--- src/rtl/rxq_pkg.sv ---
package rxq_pkg;

    localparam int ENTRY_W  = 12;
    localparam int ERR_W    = 4;
    localparam int CHAR_W   = 8;
    localparam int TRIG_LVL = 1;
    localparam int BRK_ERR  = 2;

    typedef struct packed {
        logic [ERR_W-1:0]  err;
        logic [CHAR_W-1:0] ch;
    } rxq_entry_t;

    localparam rxq_entry_t BRK_ENTRY = '{err: 4'b0100, ch: 8'h00};

    function automatic int unsigned eff_depth(input logic mode, input int unsigned full_depth);
        return mode ? full_depth : 1;
    endfunction

endpackage

--- src/rtl/rxq_store.sv ---
module rxq_store
    import rxq_pkg::*;
#(
    parameter int DEPTH = 16,
    localparam int PTR_W = $clog2(DEPTH)
) (
    input  logic             clk,
    input  logic             rst,
    input  logic             we,
    input  logic [PTR_W-1:0] waddr,
    input  rxq_entry_t       wdata,
    input  logic [PTR_W-1:0] raddr,
    output rxq_entry_t       rdata
);

    rxq_entry_t slots [DEPTH];

    always_ff @(posedge clk) begin
        if (rst) begin
            for (int i = 0; i < DEPTH; i++) slots[i] <= '0;
        end else if (we) begin
            slots[waddr] <= wdata;
        end
    end

    assign rdata = slots[raddr];

endmodule

--- src/rtl/rxq_ctrl.sv ---
module rxq_ctrl
    import rxq_pkg::*;
#(
    parameter int DEPTH = 16,
    localparam int PTR_W = $clog2(DEPTH),
    localparam int CNT_W = $clog2(DEPTH + 1)
) (
    input  logic             clk,
    input  logic             rst,
    input  logic             mode_i,
    input  logic             flush_i,
    input  logic             push_i,
    input  logic             pop_i,
    output logic             mode_o,
    output logic             wr_en_o,
    output logic [PTR_W-1:0] wr_idx_o,
    output logic [PTR_W-1:0] rd_idx_o,
    output logic             empty_o,
    output logic             full_o,
    output logic             can_accept_o,
    output logic             set_o,
    output logic             clr_o
);

    logic [CNT_W-1:0] cnt, cnt_p, cnt_n, depth_eff;
    logic [PTR_W-1:0] rd_ptr, ptr_p, mask;
    logic             mode_q, flush_now, pop_dec, push_ok;

    always_comb begin
        depth_eff = CNT_W'(eff_depth(mode_q, DEPTH));
        mask      = mode_q ? PTR_W'(DEPTH - 1) : '0;
        flush_now = flush_i | (mode_i != mode_q);
        pop_dec   = pop_i && (cnt != '0);
        cnt_p     = cnt - CNT_W'(pop_dec);
        ptr_p     = pop_dec ? ((rd_ptr + PTR_W'(1)) & mask) : rd_ptr;
        push_ok   = push_i && (cnt_p < depth_eff) && !flush_now;
        cnt_n     = cnt_p + CNT_W'(push_ok);
    end

    assign wr_en_o      = push_ok;
    assign wr_idx_o     = (ptr_p + PTR_W'(cnt_p)) & mask;
    assign rd_idx_o     = rd_ptr;
    assign mode_o       = mode_q;
    assign can_accept_o = cnt < depth_eff;

    always_ff @(posedge clk) begin
        if (rst) begin
            cnt     <= '0;
            rd_ptr  <= '0;
            mode_q  <= 1'b0;
            empty_o <= 1'b1;
            full_o  <= 1'b0;
            set_o   <= 1'b0;
            clr_o   <= 1'b0;
        end else if (flush_now) begin
            cnt     <= '0;
            rd_ptr  <= '0;
            mode_q  <= mode_i;
            empty_o <= 1'b1;
            full_o  <= 1'b0;
            set_o   <= 1'b0;
            clr_o   <= 1'b0;
        end else begin
            cnt    <= cnt_n;
            rd_ptr <= ptr_p;
            mode_q <= mode_i;
            if (push_ok)
                empty_o <= 1'b0;
            else if (pop_i && cnt_p == '0)
                empty_o <= 1'b1;
            if (push_ok && cnt_n == depth_eff)
                full_o <= 1'b1;
            else if (pop_i)
                full_o <= 1'b0;
            set_o <= push_ok && (cnt_n == CNT_W'(TRIG_LVL));
            clr_o <= pop_i && ((cnt_p + CNT_W'(1)) == CNT_W'(TRIG_LVL));
        end
    end

    a_r2_flags_exclusive: assert property (@(posedge clk) disable iff (rst)
        !(empty_o && full_o));

    a_r2_full_tracks_count: assert property (@(posedge clk) disable iff (rst)
        full_o == (cnt == depth_eff));

    a_r2_empty_tracks_count: assert property (@(posedge clk) disable iff (rst)
        empty_o == (cnt == '0));

    a_r4_overflow_dropped: assert property (@(posedge clk) disable iff (rst)
        (full_o && push_i && !pop_i && !flush_now) |=> (full_o && $stable(cnt) && $stable(rd_ptr)));

    a_r8_flush_empties: assert property (@(posedge clk) disable iff (rst)
        flush_i |=> (empty_o && !full_o && rd_ptr == '0));

    a_r5_set_at_trigger: assert property (@(posedge clk) disable iff (rst)
        set_o |-> (cnt == CNT_W'(TRIG_LVL)));

endmodule

--- src/rtl/rxq_status.sv ---
module rxq_status
    import rxq_pkg::*;
(
    input  logic             clk,
    input  logic             rst,
    input  logic             pop_i,
    input  logic [ERR_W-1:0] head_err_i,
    input  logic             clr_i,
    input  logic             brk_i,
    output logic [ERR_W-1:0] err_o
);

    logic [ERR_W-1:0] err_n;

    always_comb begin
        err_n = err_o;
        if (clr_i) err_n = '0;
        if (pop_i) err_n = head_err_i;
        if (brk_i) err_n[BRK_ERR] = 1'b1;
    end

    always_ff @(posedge clk) begin
        if (rst) err_o <= '0;
        else     err_o <= err_n;
    end

    a_r6_clear_zeroes: assert property (@(posedge clk) disable iff (rst)
        (clr_i && !pop_i && !brk_i) |=> (err_o == '0));

    a_r6_pop_loads: assert property (@(posedge clk) disable iff (rst)
        (pop_i && !brk_i) |=> (err_o == $past(head_err_i)));

endmodule

--- src/rtl/rx_char_queue.sv ---
module rx_char_queue
    import rxq_pkg::*;
#(
    parameter int DEPTH = 16
) (
    input  logic        clk,
    input  logic        rst,
    input  logic        push_i,
    input  logic [11:0] push_data_i,
    input  logic        pop_i,
    input  logic        fifo_mode_i,
    input  logic        flush_i,
    input  logic        stat_clr_i,
    input  logic        brk_event_i,
    output logic [11:0] head_o,
    output logic [3:0]  err_stat_o,
    output logic        rx_empty_o,
    output logic        rx_full_o,
    output logic        can_accept_o,
    output logic        rxint_set_o,
    output logic        rxint_clr_o
);

    localparam int PTR_W = $clog2(DEPTH);

    logic             mode_cur, brk_push, push_any, wr_en;
    logic [PTR_W-1:0] wr_idx, rd_idx;
    rxq_entry_t       wr_entry, rd_entry;

    assign brk_push = brk_event_i && !mode_cur;
    assign push_any = push_i || brk_push;
    assign wr_entry = brk_push ? BRK_ENTRY : rxq_entry_t'(push_data_i);
    assign head_o   = rd_entry;

    rxq_ctrl #(.DEPTH(DEPTH)) ctrl_i (
        .clk(clk), .rst(rst), .mode_i(fifo_mode_i), .flush_i(flush_i),
        .push_i(push_any), .pop_i(pop_i), .mode_o(mode_cur),
        .wr_en_o(wr_en), .wr_idx_o(wr_idx), .rd_idx_o(rd_idx),
        .empty_o(rx_empty_o), .full_o(rx_full_o), .can_accept_o(can_accept_o),
        .set_o(rxint_set_o), .clr_o(rxint_clr_o)
    );

    rxq_store #(.DEPTH(DEPTH)) store_i (
        .clk(clk), .rst(rst), .we(wr_en), .waddr(wr_idx), .wdata(wr_entry),
        .raddr(rd_idx), .rdata(rd_entry)
    );

    rxq_status status_i (
        .clk(clk), .rst(rst), .pop_i(pop_i), .head_err_i(rd_entry.err),
        .clr_i(stat_clr_i), .brk_i(brk_push), .err_o(err_stat_o)
    );

    a_r2_accept_vs_full: assert property (@(posedge clk) disable iff (rst)
        can_accept_o == !rx_full_o);

    a_r7_break_sets_bit: assert property (@(posedge clk) disable iff (rst)
        (brk_event_i && !mode_cur && !flush_i && fifo_mode_i == mode_cur) |=> err_stat_o[2]);

endmodule

--- config.mk ---
export PLATFORM = sky130hd
export DESIGN_NAME = rx_char_queue
export DESIGN_NICKNAME = d
export VERILOG_FILES = /design/src/rtl/rxq_pkg.sv /design/src/rtl/rxq_store.sv /design/src/rtl/rxq_ctrl.sv /design/src/rtl/rxq_status.sv /design/src/rtl/rx_char_queue.sv
export SDC_FILE = /design/constraint.sdc
export NUM_CORES = 1
export LEC_CHECK = 0
export CORE_ASPECT_RATIO = 1.4
export CORE_UTILIZATION = 60
export CTS_CLUSTER_SIZE = 20
export DETAILED_ROUTE_END_ITERATION = 6
export PLACE_DENSITY = 0.83
export SYNTH_ARGS = -nofsm -noshare
export SYNTH_HDL_FRONTEND = slang
export SYNTH_SLANG_ARGS = --single-unit
--- constraint.sdc ---
create_clock -name clk -period 15.1 [get_ports clk]
set_input_delay 1.51 -clock clk [delete_from_list [all_inputs] [get_ports clk]]
set_output_delay 1.51 -clock clk [all_outputs]
set_load 0.03 [all_outputs]
==> results of run 1 <==
## synth_stat cells
| cell type | n | area (sq um) |
|---|---|---|
| a211o_1 | 1 | 8.76 |
| a211oi_1 | 8 | 60.1 |
| a21o_1 | 11 | 82.6 |
| a21oi_1 | 10 | 50.1 |
| a22o_1 | 1 | 8.76 |
| a22oi_1 | 2 | 15.0 |
| a31oi_1 | 6 | 37.5 |
| and2_1 | 16 | 100 |
| and3_1 | 4 | 25.0 |
| buf_1 | 3 | 11.3 |
| buf_2 | 23 | 115 |
| buf_4 | 8 | 60.1 |
| clkbuf_1 | 26 | 97.6 |
| clkinv_1 | 1 | 3.75 |
| dfxtp_1 | 18 | 360 |
| edfxtp_1 | 192 | 5770 |
| fa_1 | 1 | 20.0 |
| ha_1 | 10 | 125 |
| inv_1 | 13 | 48.8 |
| mux2i_1 | 4 | 40.0 |
| mux4_2 | 52 | 1170 |
| nand2_1 | 95 | 357 |
| nand2b_1 | 2 | 12.5 |
| nand3_1 | 4 | 20.0 |
| nand3_2 | 3 | 30.0 |
| nand3b_1 | 2 | 15.0 |
| nand4b_1 | 1 | 8.76 |
| nor2_1 | 139 | 522 |
| nor2b_1 | 11 | 68.8 |
| nor3_1 | 74 | 370 |
| nor3_4 | 1 | 16.3 |
| nor3b_1 | 5 | 37.5 |
| nor3b_2 | 1 | 12.5 |
| nor4_2 | 4 | 50.1 |
| nor4_4 | 1 | 21.3 |
| o211ai_2 | 1 | 12.5 |
| o21a_1 | 1 | 7.51 |
| o21ai_0 | 7 | 35.0 |
| o21bai_1 | 6 | 45.0 |
| o2bb2ai_1 | 1 | 8.76 |
| o32ai_1 | 1 | 8.76 |
| o41a_4 | 1 | 21.3 |
| or4_1 | 2 | 15.0 |
| xnor2_1 | 10 | 87.6 |
| xor2_1 | 2 | 17.5 |
## per-stage QoR
| stage | hold WS, ns | worst slack, ns |
|---|---|---|
| 2_1_floorplan | 0.599 | 9.96 |
| 3_3_place_gp | 0.469 | 8.52 |
| 3_5_place_dp | 0.488 | 8.26 |
| 4_1_cts | 0.504 | 8.76 |
| 5_1_grt | 0.532 | 8.31 |
| 6_report | 0.499 | 8.63 |
## metal layers
layer	routed length (um)	track usage (%)	vias to the layer above
met5	0	0	-
met1	8820	38.2	3389
met3	2750	6.15	123
met2	14000	57.0	552
li1	-	-	2901
met4	1870	20.7	0
## cell families after synthesis
group | after synthesis
simple gates | 365
flops | 210
buf+inv | 74
compound gates | 57
mux | 56
xor+xnor | 12
fa+ha+maj | 11
## worst paths after layout
path	startpoint	endpoint	cells after the start
worst max-delay path	pop_i	store_i.slots[9][0]	14
worst min-delay path	ctrl_i.full_o	ctrl_i.full_o	2
worst max register to register	ctrl_i.cnt[0]	store_i.slots[9][0]	14
worst min register to register	ctrl_i.full_o	ctrl_i.full_o	2
## power by group through the flow
stage               combinational (mW)  clock, mW  sequential (mW)
detailed placement              0.0716          0            0.674
floorplan                       0.0415          0            0.669
global placement                0.0698          0            0.673
CTS                             0.0723      0.462            0.662
finish                          0.0737      0.465            0.663
global route                    0.0766      0.482            0.663
## flip-flops by register name, indices dropped and copies added, names as in the netlist
name and count:
ctrl_i.mode_o 1, ctrl_i.set_o 1, status_i.err_o 4, ctrl_i.rd_idx_o 4, ctrl_i.clr_o 1, ctrl_i.cnt 5, store_i.slots 192, ctrl_i.full_o 1
ctrl_i.empty_o 1
## worst max-delay path: cells and delay by family
| family | cells | cell delay (ns) |
|---|---|---|
| adder cells (fa/ha/maj) | 3 | 0.77 |
| buffers and inverters | 3 | 1.05 |
| XOR/XNOR | 1 | 0.15 |
| AND/OR/NAND/NOR | 4 | 1.30 |
| AO/OA/AOI/OAI | 3 | 1.83 |
## layout make-up
cell class | instances | area [sq um]
Sequential cell | 210 | 6130
Timing Repair Buffer | 51 | 483
Clock inverter | 6 | 41.3
Multi-Input combinational cell | 501 | 3550
Fill cell | 1085 | 5180
Clock buffer | 29 | 544
Inverter | 14 | 52.6
Tap cell | 199 | 249
==> results_dict.tcl, run 1 <==
set metrics [dict create \
    synth_cell_types 45 \
    cp_slowest_cell "o21bai_1" \
    fin_total_pwr_mw 1.20 \
    power_frac_comb_pct 6.1 \
    ctsRootBufferMaster "clkbuf_16" \
    slowest_delay_ns 1.05 \
    drive_above_1_share_pct 12.8 \
    wl_per_cell_um 27.1 \
    ant_nets 0 \
    drt_iter0_markers 1137 \
    routabilityCongestion 0.966 \
    final_common_cell "edfxtp_1" \
    dieArea_sq_um 17200 \
    cts_hold_buf 0 \
    syn_nets 816 \
    dpl.cell_count 975 \
    firstDrtPassIters 7 \
    final.min_clock_period_ns 6.47 \
    row_count 55 \
    cts_resized 0 \
    setup_tns_ns 0 \
    drv_cap 0 \
    p_leak_nw 3.81 \
    p_int_uw 929 \
    r2r_slack_ns 9.33 \
    grt_max_degree 105 \
    cp-end-kind "flop" \
    synth-xor-area-share_pct 1.05 \
    failed_checks "design-rule violations" \
    hold_viol_final 0 \
    slew_viol_final 0 \
    ir_worst_vdd_v 0.0000735 \
    wirelength_um 27400 \
    clk_pin_slew_ns 0.07 \
    hold_class "flop to flop" \
    hpwlAfterDp_um 18600 \
    clk_path_buf_depth 3 \
    ys_ff_latch 210 \
    ys_seq_area_share_pct 61.2 \
    worst-slew-pin-transition_ns 1.11 \
    rsz0062_at_grt "false" \
    cts.sinks 210 \
    switchingPower_uw 272 \
    postCtsSetupBuffers 0 \
    fin_skew_ns 0.0249 \
    antenna_cells 0 \
    clock_latency_ns 0.52 \
    seqPwrFrac_pct 55.2 \
    worst_ep_arrival_time_ns 6.61 \
    synth_fa_ha_area_share_pct 1.45 \
    antenna_found_initial 0 \
    relSlewSlack_pct 26.1 \
    fp.dieH_um 155 \
    max_freq_mhz 155 \
    setup_violations 0 \
    cp.required_ns 15.24 \
    cts_buffers 20 \
    crit_chain "clkdlybuf4s50_1, o21ai_0, inv_1, ha_1, ha_1, nor3b_1, xnor2_1, inv_1, ha_1, nand3b_1, a211o_1, nor3_4, nand3_2, o21bai_1" \
    start_util_pct 61.6 \
    status "complete, but fails checks" \
    ys.warnings.count 0 \
    syn_inst 785 \
    start_kind "primary input" \
    yosys.area_share.simple_pct 16.8 \
    num_vias 6965 \
    area_growth_syn_to_layout_pct 10.5 \
    final_cell_mix "edfxtp_1, nor2_1, nand2_1" \
    h-tree-depth 1 \
    synth-compound-area-share_pct 4.01 \
    layout.cells.non_filler 1010 \
    drc_errors 10 \
    fin_nets 829 \
    power_density_nw_per_um2 109 \
    port_buffers 40 \
    pwr-share-clk_pct 38.7 \
    fin_util_pct 68.1 \
    muxShareOfSynthArea_pct 12.1 \
    grt_overflow 0 \
    swShare_pct 22.7 \
    track_usage_pct 33.0 \
    path_class "primary input to flop" \
    grt_pass1_wl_um 41200 \
    crit_top_cell "ha_1" \
    syn_area_sq_um 10000 \
    vias_per_cell 6.90 \
    avgSynthCellArea_sq_um 12.7 \
    num_io_pins 41 \
    fin_crit_sh_pct 42.9 \
    synth_top_family_by_area "simple AND/OR/NAND/NOR gates" \
    first_global_vias 6798 \
    placed_area_sq_um 10500 \
    design_area_sq_um 11100 \
    design.core.area_sq_um 16200 \
    cts_tree "done" \
    worst-path-max-fanout 26 \
    die_x_um 111 \
]
Note: power is estimated with default switching activity, not from simulation.
==> run 2, diff against run 1 <==
==> constraint.sdc (replaced) <==
create_clock -name clk -period 6.5 [get_ports clk]
set_input_delay 0.65 -clock clk [delete_from_list [all_inputs] [get_ports clk]]
set_output_delay 0.65 -clock clk [all_outputs]
set_load 0.03 [all_outputs]
==> run 2 against run 1 <==
Critical path type is now flop to flop. Flip-flop and latch count unchanged. Sequential share of layout area decreased by 0.52 points. Critical endpoint is now store_i.slots[12][4]. Worst setup slack got worse by 7.4 ns. Critical path depth is 2 higher. Combinational power up 130%. Hold slack got worse by 0.011 ns. Die area stayed put. Utilization up 0.65 points. Non-clock buffer count grew 10. Register-to-register slack worse by 8.1 ns. Via count shrank 0.50%. The run still ends with design-rule violations left.
==> results_dict.tcl, run 2 (synthesized netlist as in run 1, its figures left out) <==
set metrics [dict create \
    status "complete, but fails checks" \
    failed_checks "design-rule violations" \
    worst-slew-pin-transition_ns 1.13 \
    final_cell_mix "edfxtp_1, nor2_1, nand2_1" \
    clock_latency_ns 0.50 \
    fill_cells 1095 \
    multi_input_area_sq_um 3550 \
    top_regs "store_i.slots x192, ctrl_i.cnt x5" \
    worst-path-max-fanout 18 \
    slowest_delay_ns 0.55 \
    grt_pass1_wl_um 39700 \
    cts.sinks 210 \
    fin_util_pct 68.7 \
    die_x_um 111 \
    largest_reg_flops 192 \
    fp.dieH_um 155 \
    port_buffers 40 \
    vias_per_cell 6.79 \
    postCtsSetupBuffers 0 \
    grt_overflow 0 \
    wirelength_um 26400 \
    drv_cap 0 \
    setup_tns_ns 0 \
    num_vias 6930 \
    cp.required_ns 6.71 \
    routabilityCongestion 0.859 \
    clk_pin_slew_ns 0.07 \
    cp_top_family "simple AND/OR/NAND/NOR gates" \
    fin_skew_ns 0.0103 \
    holdPathStages 2 \
    cp_slowest_cell "or4_1" \
    cts_buffers 20 \
    p_leak_nw 3.87 \
    cts_tree "done" \
    rsz0062_at_grt "false" \
    power_density_nw_per_um2 253 \
    antenna_cells 0 \
    crit_chain "or4_1, o21ai_0, inv_1, ha_1, ha_1, nor3b_1, xnor2_1, inv_1, ha_1, nand3b_1, a211o_1, nor3_4, nand3_2, buf_4, o21bai_1, buf_4" \
    antenna_found_initial 0 \
    wl_per_cell_um 25.8 \
    area_growth_syn_to_layout_pct 11.5 \
    path_class "flop to flop" \
    setup_violations 0 \
    track_usage_pct 31.4 \
    drive_above_1_share_pct 13.9 \
    start_kind "flop" \
    max_freq_mhz 190 \
    firstDrtPassIters 7 \
    fin_nets 839 \
    crit_top_cell "ha_1" \
    relSlewSlack_pct 24.8 \
    hold_viol_final 0 \
    drc_errors 10 \
    clk_path_buf_depth 3 \
    final.min_clock_period_ns 5.27 \
    ant_nets 0 \
    worst_ep_arrival_time_ns 5.48 \
    hpwlAfterDp_um 17600 \
    rr_worst_depth 16 \
    ctsRootBufferMaster "clkbuf_16" \
    cts_resized 0 \
    ir_worst_vdd_v 0.000156 \
    row_count 55 \
    largest-register "store_i.slots" \
    fin_crit_sh_pct 81.1 \
    hold_class "flop to flop" \
    grt_max_degree 60 \
    first_global_vias 6876 \
    num_io_pins 41 \
    start_util_pct 61.6 \
    dieArea_sq_um 17200 \
    worst-path-buf-inv 4 \
    h-tree-depth 1 \
    final_common_cell "edfxtp_1" \
    drt_iter0_markers 937 \
    design.core.area_sq_um 16200 \
    seq_area_sq_um 6130 \
    cp-end-kind "flop" \
    cts_hold_buf 0 \
    slew_viol_final 0 \
    worst-path-stages 16 \
]
==> run 2: changes by cell type in the layout (fill, tap and decap cells not counted) <==
| cell | previous run | this run |
|---|---|---|
| clkinv_8 | 1 | 0 |
| buf_4 | 11 | 21 |
| bufinv_16 | 0 | 1 |
| clkbuf_16 | 20 | 21 |
| inv_6 | 0 | 1 |
| clkbuf_1 | 8 | 3 |
| clkbuf_8 | 1 | 0 |
| clkinv_1 | 3 | 9 |
| clkinvlp_4 | 1 | 0 |
==> run 2: layout make-up <==
cell class                      count  area share, %
Tap cell                          199           2.23
Multi-Input combinational cell    501           31.8
Sequential cell                   210           54.9
Clock inverter                     12          0.706
Inverter                           14          0.471
Clock buffer                       24           4.81
Timing Repair Buffer               61           5.00
==> run 2: report_power, final <==
group / switching, mW / leakage, nW / internal (mW) / total (mW)
combinational: 0.111 / 1.44 / 0.0602 / 0.171
clock: 0.494 / 0.301 / 0.629 / 1.12
sequential: 0.0185 / 2.13 / 1.51 / 1.53
==> run 2: through the flow <==
step / area [sq um] / total power, mW / instances / setup WS (ns) / hold WS [ns]
finish: 11200 / 2.83 / 1021 / 1.23 / 0.488
global route: 11200 / 2.88 / 1021 / 0.839 / 0.527
CTS: 11200 / 2.81 / 1021 / 1.26 / 0.496
detailed placement: 10500 / 1.73 / 985 / 0.844 / 0.480
global placement: 10500 / 1.72 / 985 / 1.09 / 0.465
floorplan: 10000 / 1.65 / 785 / 1.75 / 0.599
==> run 2: worst paths after layout <==
path	from	to	slack, ns
setup / recovery	ctrl_i.cnt[2]	store_i.slots[12][4]	1.23
setup reg to reg	ctrl_i.cnt[2]	store_i.slots[12][4]	1.23
hold reg to reg	ctrl_i.full_o	ctrl_i.full_o	0.49
hold / removal	ctrl_i.full_o	ctrl_i.full_o	0.49
==> run 2: worst min-delay path, stage by stage (launching register included) <==
cell and delay (ns):
dfxtp_1 0.31, inv_1 0.05, o32ai_1 0.08
==> run 2: layer usage <==
layer	wire length [um]	vias up	GRT usage, %
li1	-	2932	-
met1	9020	3363	38.2
met2	13600	526	54.3
met4	1420	0	17.4
met5	0	-	0
met3	2340	109	4.58
==> run 3, diff against run 2 <==
--- a/config.mk
+++ b/config.mk
@@ -6,10 +6,10 @@
 export NUM_CORES = 1
 export LEC_CHECK = 0
 export CORE_ASPECT_RATIO = 1.4
-export CORE_UTILIZATION = 60
+export CORE_UTILIZATION = 55
 export CTS_CLUSTER_SIZE = 20
 export DETAILED_ROUTE_END_ITERATION = 6
-export PLACE_DENSITY = 0.83
+export PLACE_DENSITY = 0.8
 export SYNTH_ARGS = -nofsm -noshare
 export SYNTH_HDL_FRONTEND = slang
 export SYNTH_SLANG_ARGS = --single-unit
==> constraint.sdc (replaced) <==
create_clock -name clk -period 4.7 [get_ports clk]
set_input_delay 0.47 -clock clk [delete_from_list [all_inputs] [get_ports clk]]
set_output_delay 0.47 -clock clk [all_outputs]
set_load 0.03 [all_outputs]
==> run 3 against run 2 <==
Worst setup slack worse by 0.95 ns. Highest routed layer unchanged. Critical path depth rose by 3. Critical endpoint is now ctrl_i.full_o. Flip-flop and latch count is the same. The run now ends clean.
==> results_dict.tcl, run 3 (synthesized netlist as in run 1, its figures left out) <==
set metrics [dict create \
    fill_cells 1293 \
    port_buffers 40 \
    design.core.area_sq_um 17900 \
    largest_reg_flops 192 \
    clk_path_buf_depth 3 \
    grt_overflow 0 \
    cp_slowest_cell "or4_1" \
    status "finished clean" \
    cts_hold_buf 0 \
    cts.sinks 210 \
    holdWs_ns 0.477 \
    worst_ep_arrival_time_ns 4.80 \
    cp-end-kind "flop" \
    track_usage_pct 27.8 \
    dpl.cell_count 1048 \
    cts_resized 0 \
    rsz0062_at_grt "false" \
    worst-slew-pin-transition_ns 0.813 \
    path_class "flop to flop" \
    hold_class "flop to flop" \
    cp_top_family "adder cells" \
    ir_worst_vdd_v 0.000228 \
    slowest_delay_ns 0.55 \
    worst-path-max-fanout 7 \
    row_count 58 \
    num_vias 6735 \
    routabilityCongestion 0.905 \
    wirelength_um 24500 \
    antenna_cells 0 \
    postCtsSetupBuffers 0 \
    fp.dieH_um 162 \
    p_leak_nw 3.96 \
    place_ws_ns 0.150 \
    crit_chain "or4_1, o21ai_2, inv_1, ha_1, ha_1, nor3b_1, xnor2_1, inv_1, ha_1, nand3b_1, a211o_4, nor2_1, ha_1, ha_1, nand3b_1, o21ai_0, xnor2_1, mux2i_1, o32ai_1" \
    first_global_vias 6783 \
    ant_nets 0 \
    fin_skew_ns 0.00756 \
    cts_tree "done" \
    final.min_clock_period_ns 4.42 \
    top_regs "store_i.slots x192, ctrl_i.cnt x5" \
    num_io_pins 41 \
    clock_latency_ns 0.50 \
    h-tree-depth 1 \
    worst-path-buf-inv 2 \
    placed_area_sq_um 10800 \
    r2r_slack_ns 0.28 \
    cts_buffers 19 \
    final_cell_mix "edfxtp_1, nor2_1, nand2_1" \
    drt_iter0_markers 757 \
    start_kind "flop" \
    die_x_um 116 \
    seq_area_sq_um 6130 \
    layout.cells.non_filler 1080 \
    ctsRootBufferMaster "clkbuf_16" \
    largest-register "store_i.slots" \
    final_common_cell "edfxtp_1" \
    cp.required_ns 5.08 \
    grt_pass1_wl_um 38300 \
    hold_viol_final 0 \
    crit_top_cell "ha_1" \
    design_area_sq_um 11300 \
    multi_input_area_sq_um 3570 \
    power_density_nw_per_um2 337 \
    hpwlAfterDp_um 16700 \
    grt_max_degree 51 \
    clk_pin_slew_ns 0.07 \
    wl_per_cell_um 22.7 \
    relSlewSlack_pct 45.8 \
    fin_nets 860 \
    vias_per_cell 6.24 \
    max_freq_mhz 226 \
    fin_ws_ns 0.277 \
    fin_crit_sh_pct 94.1 \
    drc_errors 0 \
    drive_above_1_share_pct 16.5 \
    area_growth_syn_to_layout_pct 13.3 \
    drv_cap 0 \
    setup_violations 0 \
    dieArea_sq_um 18700 \
    start_util_pct 55.8 \
    antenna_found_initial 0 \
    slew_viol_final 0 \
    firstDrtPassIters 5 \
]
## run 3: worst reg2reg max path: cells and delay by family, from the launching register on
kind / cells / cell delay, ns
AO/OA/AOI/OAI: 4 / 0.87
XOR/XNOR: 2 / 0.36
adder cells (fa/ha/maj): 5 / 1.19
buffers and inverters: 2 / 0.18
flip-flops: 1 / 0.36
multiplexers: 1 / 0.23
AND/OR/NAND/NOR: 5 / 1.13
## run 3: layout make-up
class / count / area share [%]
Clock buffer: 21 / 4.26
Clock inverter: 11 / 0.706
Inverter: 14 / 0.463
Multi-Input combinational cell: 501 / 31.5
Sequential cell: 210 / 54.1
Tap cell: 240 / 2.65
Timing Repair Buffer: 83 / 6.38
## run 3: where the power goes
group          switching (mW)  internal, mW
logic                   0.148        0.0901
clock network           0.672         0.796
registers              0.0241          2.09
total                   0.845          2.98
## run 3: through the flow
stage / TNS [ns] / utilization [%] / total power [mW]
2_1_floorplan: -3.59 / - / 2.28
3_3_place_gp: 0 / 60.0 / 2.38
3_5_place_dp: 0 / 60.0 / 2.39
4_1_cts: 0 / 63.2 / 3.81
5_1_grt: 0 / 63.3 / 3.91
6_report: 0 / 63.3 / 3.82
## run 3: final timing paths
check                startpoint             to  depth (start not counted)
setup / recovery  ctrl_i.cnt[2]  ctrl_i.full_o                         19
hold / removal    ctrl_i.full_o  ctrl_i.full_o                          2
setup reg to reg  ctrl_i.cnt[2]  ctrl_i.full_o                         19
hold reg to reg   ctrl_i.full_o  ctrl_i.full_o                          2
## run 3: routing by layer
metal / vias to the layer above / GRT usage (%) / wire, um
li1: 2973 / - / -
met1: 3287 / 35.7 / 8790
met2: 415 / 47.2 / 12700
met3: 60 / 4.20 / 2240
met4: 0 / 11.1 / 772
met5: - / 0 / 0
